`config.mk`:
```
export PLATFORM = sky130hd
export DESIGN_NAME = secGate
export DESIGN_NICKNAME = d
export VERILOG_FILES = /design/src/rtl/secGatePkg.sv /design/src/rtl/secGateCtrl.sv /design/src/rtl/secGateData.sv /design/src/rtl/secGate.sv
export SDC_FILE = /design/constraint.sdc
export NUM_CORES = 1
export LEC_CHECK = 0
export ABC_AREA = 0
export BUFFER_PORTS_ARGS = -buffer_cell sky130_fd_sc_hd__buf_2
export CAP_MARGIN = 20
export CORE_MARGIN = 2
export CORE_UTILIZATION = 35
export CTS_BUF_LIST = sky130_fd_sc_hd__clkbuf_4
export DETAILED_ROUTE_END_ITERATION = 10
export SLEW_MARGIN = 10
export SYNTH_ARGS = -nofsm -noshare
export SYNTH_HDL_FRONTEND = slang
export SYNTH_SLANG_ARGS = --single-unit
```
`constraint.sdc`:
```
create_clock -name clk -period 2.57 [get_ports clk]
set_input_delay 0.257 -clock clk [delete_from_list [all_inputs] [get_ports clk]]
set_output_delay 0.257 -clock clk [all_outputs]
set_load 0.005 [all_outputs]
```
`src/rtl/secGatePkg.sv`:
```
package secGatePkg;

  typedef enum logic [1:0] {
    MODE_SEC   = 2'b00,
    MODE_NSEC  = 2'b01,
    MODE_BOOT  = 2'b10,
    MODE_AWARE = 2'b11
  } portMode_e;

  typedef enum logic [1:0] {
    ST_IDLE,
    ST_FWD,
    ST_RSP,
    ST_FAULT
  } gateState_e;

  // strobes from control to datapath
  typedef struct packed {
    logic accept;    // request taken this cycle
    logic faultHit;  // taken request is rejected
    logic rspLoad;   // peripheral acknowledged, capture read data
  } gateStrobe_t;

  function automatic logic accessAllowed(input logic [1:0] mode, input logic runNs,
                                         input logic ns);
    case (mode)
      MODE_SEC:  return !ns;
      MODE_NSEC: return ns;
      MODE_BOOT: return ns == runNs;
      default:   return 1'b1;
    endcase
  endfunction

endpackage

```
`src/rtl/secGateCtrl.sv`:
```
module secGateCtrl
  import secGatePkg::*;
#(
  parameter int NUM_PORTS = 4,
  parameter int PORT_W = 2,
  parameter logic [2*NUM_PORTS-1:0] PORT_MODES = 8'b11_10_01_00
) (
  input  logic                 clk,
  input  logic                 rstN,
  input  logic                 reqValid,
  input  logic [PORT_W-1:0]    reqPort,
  input  logic                 reqNs,
  input  logic [NUM_PORTS-1:0] runtimeNs,
  input  logic [PORT_W-1:0]    heldPort,
  input  logic [NUM_PORTS-1:0] perAck,
  output logic                 reqReady,
  output logic [NUM_PORTS-1:0] perSel,
  output logic                 rspValid,
  output logic                 rspErr,
  output gateStrobe_t          strobe
);

  gateState_e state, stateNext;
  logic [1:0] tgtMode;
  logic tgtRun, tgtHit, permit, accept, ackHit;

  always_comb begin
    tgtMode = '0;
    tgtRun  = 1'b0;
    tgtHit  = 1'b0;
    for (int i = 0; i < NUM_PORTS; i++) begin
      if (reqPort == PORT_W'(i)) begin
        tgtMode = PORT_MODES[2*i +: 2];
        tgtRun  = runtimeNs[i];
        tgtHit  = 1'b1;
      end
    end
  end

  assign permit   = tgtHit && accessAllowed(tgtMode, tgtRun, reqNs);
  assign reqReady = (state == ST_IDLE);
  assign accept   = reqValid && reqReady;

  always_comb begin
    ackHit = 1'b0;
    perSel = '0;
    for (int i = 0; i < NUM_PORTS; i++) begin
      if (heldPort == PORT_W'(i)) begin
        ackHit    = perAck[i];
        perSel[i] = (state == ST_FWD);
      end
    end
  end

  always_comb begin
    stateNext = state;
    case (state)
      ST_IDLE:  if (accept) stateNext = permit ? ST_FWD : ST_FAULT;
      ST_FWD:   if (ackHit) stateNext = ST_RSP;
      default:  stateNext = ST_IDLE;
    endcase
  end

  always_ff @(posedge clk) begin
    if (!rstN) state <= ST_IDLE;
    else       state <= stateNext;
  end

  assign rspValid        = (state == ST_RSP) || (state == ST_FAULT);
  assign rspErr          = (state == ST_FAULT);
  assign strobe.accept   = accept;
  assign strobe.faultHit = accept && !permit && tgtHit;
  assign strobe.rspLoad  = (state == ST_FWD) && ackHit;

  // at most one port selected
  p_sel_onehot_r6: assert property (@(posedge clk) disable iff (!rstN) $onehot0(perSel));

  // rejection answered next cycle, nothing shown to peripherals
  p_fault_rsp_r5: assert property (@(posedge clk) disable iff (!rstN)
    accept && !permit |=> rspValid && rspErr && (perSel == '0));

  // permitted request selects a port next cycle, no early response
  p_fwd_sel_r6: assert property (@(posedge clk) disable iff (!rstN)
    accept && permit |=> !rspValid && (perSel != '0));

  // response after acknowledge is error free
  p_ack_rsp_r6: assert property (@(posedge clk) disable iff (!rstN)
    ((perSel & perAck) != '0) |=> rspValid && !rspErr);

endmodule

```
`src/rtl/secGateData.sv`:
```
module secGateData
  import secGatePkg::*;
#(
  parameter int NUM_PORTS = 4,
  parameter int PORT_W = 2,
  parameter int ADDR_W = 8,
  parameter int DATA_W = 32,
  parameter int CNT_W = 8,
  parameter int CFG_AW = 3,
  parameter int CFG_DW = 8,
  parameter logic [2*NUM_PORTS-1:0] PORT_MODES = 8'b11_10_01_00
) (
  input  logic                        clk,
  input  logic                        rstN,
  input  gateStrobe_t                 strobe,
  input  logic [PORT_W-1:0]           reqPort,
  input  logic                        reqNs,
  input  logic                        reqWrite,
  input  logic [ADDR_W-1:0]           reqAddr,
  input  logic [DATA_W-1:0]           reqWdata,
  input  logic [NUM_PORTS*DATA_W-1:0] perRdata,
  input  logic                        cfgValid,
  input  logic                        cfgWrite,
  input  logic                        cfgNs,
  input  logic [CFG_AW-1:0]           cfgAddr,
  input  logic [CFG_DW-1:0]           cfgWdata,
  output logic [PORT_W-1:0]           heldPort,
  output logic                        perNs,
  output logic                        perWrite,
  output logic [ADDR_W-1:0]           perAddr,
  output logic [DATA_W-1:0]           perWdata,
  output logic [DATA_W-1:0]           rspRdata,
  output logic [NUM_PORTS-1:0]        runtimeNs,
  output logic                        cfgRspValid,
  output logic                        cfgRspErr,
  output logic [CFG_DW-1:0]           cfgRdata
);

  localparam int LOCK_BIT = CFG_DW - 1;

  function automatic logic [NUM_PORTS-1:0] bootMaskOf();
    logic [NUM_PORTS-1:0] m;
    for (int i = 0; i < NUM_PORTS; i++) m[i] = (PORT_MODES[2*i +: 2] == MODE_BOOT);
    return m;
  endfunction
  localparam logic [NUM_PORTS-1:0] BOOT_MASK = bootMaskOf();

  logic lockReg, cfgSecWr, addrOk;
  logic [CFG_DW-1:0] rdNext;
  logic [CNT_W-1:0] faultCnt [NUM_PORTS];
  logic unusedCfgBits;

  assign unusedCfgBits = ^cfgWdata;

  // request hold and response data
  always_ff @(posedge clk) begin
    if (!rstN) begin
      heldPort <= '0;
      perNs    <= 1'b0;
      perWrite <= 1'b0;
      perAddr  <= '0;
      perWdata <= '0;
      rspRdata <= '0;
    end else if (strobe.accept) begin
      heldPort <= reqPort;
      perNs    <= reqNs;
      perWrite <= reqWrite;
      perAddr  <= reqAddr;
      perWdata <= reqWdata;
      rspRdata <= '0;
    end else if (strobe.rspLoad) begin
      for (int i = 0; i < NUM_PORTS; i++)
        if (heldPort == PORT_W'(i)) rspRdata <= perRdata[i*DATA_W +: DATA_W];
    end
  end

  // saturating rejection counters
  always_ff @(posedge clk) begin
    if (!rstN) begin
      for (int i = 0; i < NUM_PORTS; i++) faultCnt[i] <= '0;
    end else if (strobe.faultHit) begin
      for (int i = 0; i < NUM_PORTS; i++)
        if (reqPort == PORT_W'(i) && faultCnt[i] != '1) faultCnt[i] <= faultCnt[i] + 1'b1;
    end
  end

  // configuration space
  assign cfgSecWr = cfgValid && cfgWrite && !cfgNs && !lockReg && (cfgAddr == '0);

  always_comb begin
    rdNext = '0;
    addrOk = 1'b0;
    if (cfgAddr == '0) begin
      rdNext[LOCK_BIT]        = lockReg;
      rdNext[NUM_PORTS-1:0]   = runtimeNs;
      addrOk                  = 1'b1;
    end
    for (int i = 0; i < NUM_PORTS; i++) begin
      if (cfgAddr == CFG_AW'(i + 1)) begin
        rdNext = CFG_DW'(faultCnt[i]);
        addrOk = 1'b1;
      end
    end
  end

  always_ff @(posedge clk) begin
    if (!rstN) begin
      runtimeNs   <= '0;
      lockReg     <= 1'b0;
      cfgRspValid <= 1'b0;
      cfgRspErr   <= 1'b0;
      cfgRdata    <= '0;
    end else begin
      if (cfgSecWr) begin
        runtimeNs <= cfgWdata[NUM_PORTS-1:0] & BOOT_MASK;
        if (cfgWdata[LOCK_BIT]) lockReg <= 1'b1;
      end
      cfgRspValid <= cfgValid;
      cfgRspErr   <= cfgValid && (cfgWrite ? !cfgSecWr : !addrOk);
      cfgRdata    <= (cfgValid && !cfgWrite && addrOk) ? rdNext : '0;
    end
  end

  // lock is sticky
  p_lock_sticky_r9: assert property (@(posedge clk) disable iff (!rstN) lockReg |=> lockReg);

  // runtime bits frozen under lock
  p_runtime_frozen_r9: assert property (@(posedge clk) disable iff (!rstN)
    lockReg |=> $stable(runtimeNs));

  // Non-secure config writes change nothing and report an error
  p_ns_cfg_ignored_r8: assert property (@(posedge clk) disable iff (!rstN)
    cfgValid && cfgWrite && cfgNs |=> $stable(runtimeNs) && cfgRspErr);

  // only boot-programmable ports ever carry a runtime bit
  p_boot_only_r7: assert property (@(posedge clk) disable iff (!rstN)
    (runtimeNs & ~BOOT_MASK) == '0);

  // a full counter stays full
  for (genvar g = 0; g < NUM_PORTS; g++) begin : gSat
    p_cnt_sat_r10: assert property (@(posedge clk) disable iff (!rstN)
      faultCnt[g] == '1 |=> faultCnt[g] == '1);
  end

endmodule

```
`src/rtl/secGate.sv`:
```
module secGate
  import secGatePkg::*;
#(
  parameter int NUM_PORTS = 4,
  parameter int PORT_W = (NUM_PORTS > 1) ? $clog2(NUM_PORTS) : 1,
  parameter int ADDR_W = 8,
  parameter int DATA_W = 32,
  parameter int CNT_W = 8,
  parameter int CFG_AW = 3,
  parameter int CFG_DW = 8,
  parameter logic [2*NUM_PORTS-1:0] PORT_MODES = 8'b11_10_01_00
) (
  input  logic                        clk,
  input  logic                        rstN,
  input  logic                        reqValid,
  output logic                        reqReady,
  input  logic [PORT_W-1:0]           reqPort,
  input  logic                        reqNs,
  input  logic                        reqWrite,
  input  logic [ADDR_W-1:0]           reqAddr,
  input  logic [DATA_W-1:0]           reqWdata,
  output logic                        rspValid,
  output logic                        rspErr,
  output logic [DATA_W-1:0]           rspRdata,
  output logic [NUM_PORTS-1:0]        perSel,
  output logic                        perNs,
  output logic                        perWrite,
  output logic [ADDR_W-1:0]           perAddr,
  output logic [DATA_W-1:0]           perWdata,
  input  logic [NUM_PORTS-1:0]        perAck,
  input  logic [NUM_PORTS*DATA_W-1:0] perRdata,
  input  logic                        cfgValid,
  input  logic                        cfgWrite,
  input  logic                        cfgNs,
  input  logic [CFG_AW-1:0]           cfgAddr,
  input  logic [CFG_DW-1:0]           cfgWdata,
  output logic                        cfgRspValid,
  output logic                        cfgRspErr,
  output logic [CFG_DW-1:0]           cfgRdata
);

  gateStrobe_t strobe;
  logic [NUM_PORTS-1:0] runtimeNs;
  logic [PORT_W-1:0] heldPort;

  secGateCtrl #(
    .NUM_PORTS(NUM_PORTS), .PORT_W(PORT_W), .PORT_MODES(PORT_MODES)
  ) ctrl (
    .clk(clk), .rstN(rstN), .reqValid(reqValid), .reqPort(reqPort), .reqNs(reqNs),
    .runtimeNs(runtimeNs), .heldPort(heldPort), .perAck(perAck), .reqReady(reqReady),
    .perSel(perSel), .rspValid(rspValid), .rspErr(rspErr), .strobe(strobe)
  );

  secGateData #(
    .NUM_PORTS(NUM_PORTS), .PORT_W(PORT_W), .ADDR_W(ADDR_W), .DATA_W(DATA_W),
    .CNT_W(CNT_W), .CFG_AW(CFG_AW), .CFG_DW(CFG_DW), .PORT_MODES(PORT_MODES)
  ) data (
    .clk(clk), .rstN(rstN), .strobe(strobe), .reqPort(reqPort), .reqNs(reqNs),
    .reqWrite(reqWrite), .reqAddr(reqAddr), .reqWdata(reqWdata), .perRdata(perRdata),
    .cfgValid(cfgValid), .cfgWrite(cfgWrite), .cfgNs(cfgNs), .cfgAddr(cfgAddr),
    .cfgWdata(cfgWdata), .heldPort(heldPort), .perNs(perNs), .perWrite(perWrite),
    .perAddr(perAddr), .perWdata(perWdata), .rspRdata(rspRdata), .runtimeNs(runtimeNs),
    .cfgRspValid(cfgRspValid), .cfgRspErr(cfgRspErr), .cfgRdata(cfgRdata)
  );

  // the attribute reaching the peripheral is the one the requester sent
  p_ns_pass_r4: assert property (@(posedge clk) disable iff (!rstN)
    $rose(|perSel) |-> perNs == $past(reqNs) && perWrite == $past(reqWrite));

endmodule

```
* Word-level counts from Yosys, hierarchy flattened
Memories as Yosys holds them, arrays and structs flattened.
Index checks and enable logic that the tools add are counted.
** Storage, ports and cells
- Register bits after elaboration :: 90
- RAM bits :: 32
- Input bits :: 193
- Output and inout bits :: 91
- Word-level logic and storage cells :: 138
- Memories kept :: 1
** Operators by class
- $add $sub $neg :: 4
- Eq/ne operators :: 22
- Muxes and demuxes :: 59
- Bitwise logic cells :: 5
- Reductions and logical operators :: 35
** Memory list
- data.faultCnt :: depth 4, bits a word 8, read ports 4, clocked after Yosys merged registers in 0, write ports 4, line secGateData.sv:50 : logic [CNT_W-1:0] faultCnt [NUM_PORTS];
** Operator list (number)
- 32-bit 2-to-1 mux :: 4
- 8-bit 2-to-1 mux :: 8
- 1-bit 2-to-1 mux :: 39
- 8-bit by 1-bit adder with 8-bit output, second input constant :: 4
- 8-bit inequality test, second input constant :: 4
- 1-bit logical AND :: 16
- 2-bit equality test, second input constant :: 7
- 2-bit 2-to-1 mux :: 5
- 2-bit by 1-bit equality test with 1-bit output, second input constant :: 4
- 2-bit logical NOT :: 4
- 2-bit AND reduction :: 4
- 1-bit logical NOT :: 7
- 3-bit by 2-bit equality test with 1-bit output, second input constant :: 2
- 1-bit bitwise OR :: 4
- 2-bit one-hot mux with 2 select lines :: 1
- 4-bit nonzero test :: 1
- 3-bit by 1-bit equality test with 1-bit output, second input constant :: 1
- 3-bit equality test, second input constant :: 1
- 3-bit logical NOT :: 1
- 3-bit 2-to-1 mux :: 1
- 1-bit one-hot mux with 3 select lines :: 1
- 2-bit by 1-bit inequality test with 1-bit output, second input constant :: 1
- 2-bit inequality test, second input constant :: 1
- 2-bit OR reduction :: 1
- 3 further kinds :: 3

* Logic depth before layout (Yosys ltp)
- Word-level depth :: 14
- Depth in mapped cells :: 6
- Gate-level depth less buffers :: 5

* Modules after synthesis
Synthesis repeated with hierarchy kept, for this count alone.
** Second synthesis, totals
- Cells, all modules :: 504
- Area total of the unflattened synthesis :: 5878.1 um2
** Modules (own cells, without submodules)
- secGateData :: times used 1, cells each 479, area each 5665.4 um2, sequential area each 2722.6 um2
- secGateCtrl :: times used 1, cells each 25, area each 212.7 um2, sequential area each 40.0 um2

* Worst setup path before layout
No wires, ideal clock.
- Kind :: flip-flop to flip-flop
- Start :: mem data.faultCnt[1][0], in the netlist data.faultCnt[0][8]
- End :: mem data.faultCnt[1][2], in the netlist data.faultCnt[0][10] (enable)
- Setup time :: 0.384 ns
- Arrival time :: 1.465 ns
- Required time :: 2.186 ns
- Slack :: 0.721 ns
- Stages on the path, launching flop included :: 5
- Path buffers :: 0
- Clock period less this slack :: 1.849 ns
- Cells stage by stage :: edfxtp_1 -> ha_1 -> nand3_1 -> o21ai_0 -> o21ai_0
** RTL lines (line)
- start, declared :: secGateData.sv:50

* Final worst setup path
- Start :: reg data.heldPort[1]
- End :: out perSel[3]
** Between the ends
- Cells in the longest elaborated chain, start to end :: 2
** RTL lines
- start, declared :: line secGateData.sv:27 : output logic [PORT_W-1:0] heldPort,
- start signal, assigned :: line secGateData.sv:65 : heldPort <= reqPort;
- 2-bit equality test :: line secGateCtrl.sv:48 : if (heldPort == PORT_W'(i)) begin
- 1-bit 2-to-1 mux :: line secGateCtrl.sv:48
- end, declared :: line secGate.sv:25 : output logic [NUM_PORTS-1:0] perSel,
Every way passes these cells.

==> impl_metrics.py <==
metrics = {
    "outcome": {
        "status": "complete, no violations",
    },
    "final_layout": {
        "drive_gt1_share_pct": 40.0,
        "n_fill_cell": 1517,
        "nets": 1102,
        "syn_to_final_growth_pct": 41.8,
    },
    "clock_tree": {
        "cts_tree": "yes",
        "cts_num_sinks": 122,
        "clkTransAtPathRegs_ns": 0.11,
        "cts-resized-gates": 0,
        "cts_max_path_buffers": 2,
        "numCtsBuffers": 17,
        "cts_max_level": 4,
        "clock_latency_ns": 0.55,
        "root_buffer": "clkbuf_4",
    },
    "logic_synthesis": {
        "synth_top_flop_cell": "dfxtp_1",
        "ys.warnings.count": 0,
        "netlist_area_mm2": 0.00569,
        "synth_cell_types": 40,
        "ys_seq_elements": 122,
        "postSynthCellCount": 586,
        "post_synth.cell_area_avg_um2": 9.71,
        "synth-async-reset-ratio_pct": 0,
        "ys_seq_area_share_pct": 48.5,
        "synth_edf_count": 32,
    },
    "sta": {
        "setup_viol": 0,
        "rsz0062_at_grt": "no",
        "fin_tns_setup_ns": 0,
        "slew_headroom_pct": 57.5,
        "min_period_ns": 2.10,
        "tightest_slew_ns": 0.637,
        "clock_skew_ns": 0.0263,
        "fin_crit_sh_pct": 81.7,
        "whs_ns": 0.0721,
        "slew_viol_final": 0,
        "clock.fmax_ghz": 0.476,
        "finalHoldViolCount": 0,
    },
    "detailed_routing": {
        "wire_per_inst_um": 15.8,
        "dr.pass1.iters": 5,
        "antenna_left": 0,
        "wl_um": 18000,
        "vias": 5514,
        "drc": 0,
        "viasPerCell": 4.85,
        "drtIter0Drc": 236,
    },
    "worst_setup_path": {
        "cp_slowest_stage_delay_ns": 0.60,
        "critPathRequiredTime_ns": 2.31,
        "critPathLaunchType": "flop",
        "path_buf_inv": 2,
        "worst_path_max_delay_cell": "dfxtp_2",
        "worstSetupPathType": "flop to output pin",
        "reg2reg_setup_slack_ns": 0.60,
        "crit_path_cell_trace": "buf_4 > and3_1 > buf_2",
        "critPathArrivalTime_ns": 1.84,
        "reg2regPathDepth": 5,
        "r2r_end": "data.faultCnt[0][1]",
        "crit_family": "flip-flops",
        "end_kind": "output pin",
        "worstPathMaxFanout": 22,
        "rr_startpoint": "data.faultCnt[0][0]",
    },
    "floorplanning": {
        "core_area_mm2": 0.0159,
        "chipHeight_um": 132,
        "num_io_pins": 284,
        "die_x_um": 132,
        "die_area_mm2": 0.0173,
        "rows": 46,
        "start_util_pct": 35.8,
    },
    "min_path": {
        "min_from": "cfgWrite",
        "hold_end": "data.cfgRspErr",
        "hold_class": "input pin to flop",
        "holdPathStages": 3,
    },
    "global_route": {
        "use_met3_pct": 6.71,
        "grt_start_max_net_pins": 47,
        "met2_usage_pct": 35.4,
        "grt_pass1_vias": 5296,
        "grt.busiest_layer": "met2",
        "grt_usage_pct": 20.6,
        "met1_usage_pct": 23.6,
        "grt_first_pass_wirelength_um": 28000,
        "antenna_found_initial": 3,
        "globalRouteOverflowTotal": 0,
    },
    "job": {
        "cap_violations": 0,
    },
    "placement": {
        "gp_congestion": 0.834,
        "dp_hpwl_um": 13000,
        "numPortBuffers": 277,
    },
    "power": {
        "ir_worst_vdd_v": 0.000377,
        "power.total_mw": 4.43,
        "powerDensity_mw_per_mm2": 550,
        "power.leakage_nw": 3.47,
    },
}
## cells in the mapped netlist (3+ instances only)
cell type | n | share of area (%)
clkbuf_1 | 13 | 0.86
nor2_1 | 41 | 2.7
buf_4 | 3 | 0.40
and2_1 | 3 | 0.33
nand3_1 | 19 | 1.7
nor3b_1 | 3 | 0.40
xnor2_1 | 10 | 1.5
buf_1 | 5 | 0.33
dfxtp_1 | 90 | 32
ha_1 | 3 | 0.66
nand2b_1 | 3 | 0.33
a22oi_1 | 6 | 0.79
nand4_1 | 4 | 0.44
nand2_1 | 162 | 11
buf_2 | 18 | 1.6
o21a_1 | 7 | 0.92
nor2b_1 | 3 | 0.33
and3_1 | 6 | 0.66
o21ai_0 | 3 | 0.26
edfxtp_1 | 32 | 17
xor2_1 | 8 | 1.2
mux4_2 | 35 | 14
a21oi_1 | 82 | 7.2
mux2_2 | 6 | 1.2
inv_1 | 6 | 0.40
## registers in the layout (all words and copies together) (netlist names)
| name | flops |
|---|---|
| data.heldPort | 2 |
| data.faultCnt | 32 |
| data.cfgRdata | 8 |
| data.perWrite | 1 |
| data.cfgRspErr | 1 |
| data.lockReg | 1 |
| data.runtimeNs | 1 |
| ctrl.state | 2 |
| data.cfgRspValid | 1 |
| data.rspRdata | 32 |
| data.perNs | 1 |
| data.perWdata | 32 |
| data.perAddr | 8 |
## worst max path at each step
| stage | startpoint | endpoint | cells past startpoint |
|---|---|---|---|
| after floorplan | data.faultCnt[0][8] | data.faultCnt[0][10] | 4 |
| after global placement | data.faultCnt[0][0] | data.faultCnt[0][3] | 5 |
| after detailed placement | data.faultCnt[0][0] | data.faultCnt[0][3] | 5 |
| after CTS | data.heldPort[0] | perSel[3] | 3 |
| after global routing | data.heldPort[0] | perSel[1] | 4 |
| final | data.heldPort[1] | perSel[3] | 3 |
## placed cells by master, fill, tap and decap left out, types with 7 or more instances in the layout
| cell | n |
|---|---|
| a21oi_1 | 82 |
| xor2_1 | 8 |
| buf_4 | 10 |
| nor2_1 | 41 |
| o21a_1 | 7 |
| nand2_1 | 162 |
| xnor2_1 | 10 |
| buf_2 | 277 |
| dfxtp_1 | 88 |
| clkbuf_4 | 17 |
| edfxtp_1 | 32 |
| conb_1 | 8 |
| dlygate4sd3_1 | 46 |
| nand3_1 | 19 |
| mux4_2 | 35 |
## per-layer routing
metal | share of wire [%] | up-vias
met5 | 0 | -
li1 | - | 2685
met3 | 7.3 | 27
met2 | 50 | 240
met4 | 2.6 | 0
met1 | 40 | 2562
## tightest hold or removal path, cell delays in order
cell and delay, ns:
buf_2 0.10, nor2_1 0.13, nor3b_1 0.07
## cells by family after synthesis
| logic type | synth area share (%) |
|---|---|
| xor+xnor | 2.77 |
| other cells | 0.0659 |
| buf+inv | 3.56 |
| simple gates | 19.1 |
| compound gates | 10.1 |
| flops | 48.5 |
| fa+ha+maj | 0.660 |
| mux | 15.2 |
## metrics by stage
stage | utilization [%] | setup slack [ns] | cells | area (um2)
2_1_floorplan | - | 0.721 | 593 | 5720
3_3_place_gp | 45.8 | 0.623 | 1057 | 7280
3_5_place_dp | 45.8 | 0.616 | 1057 | 7280
4_1_cts | 50.7 | 0.388 | 1135 | 8060
5_1_grt | 50.8 | 0.286 | 1138 | 8070
6_report | 50.8 | 0.469 | 1138 | 8070
## timing repair
item / in CTS / in global routing
buffers inserted: 0 / 0
hold buffers: 46 / 0
endpoints found under the hold margin: 46 / 0
## where the power goes
| group | switching (mW) | internal, mW |
|---|---|---|
| Clock | 0.790 | 0.772 |
| Sequential | 0.0663 | 2.07 |
| Combinational | 0.355 | 0.384 |
| Total | 1.21 | 3.22 |
## layout make-up
class	count	area, um2	share of cell area, %
Sequential cell	122	2770	34.3
Clock inverter	15	196	2.43
Timing Repair Buffer	333	1920	23.8
Tap cell	216	270	3.35
Clock buffer	17	128	1.58
Multi-Input combinational cell	426	2760	34.2
Inverter	6	22.5	0.279
Antenna cell	3	7.51	0.0931
No activity file was read; power rests on OpenSTA's default activity.
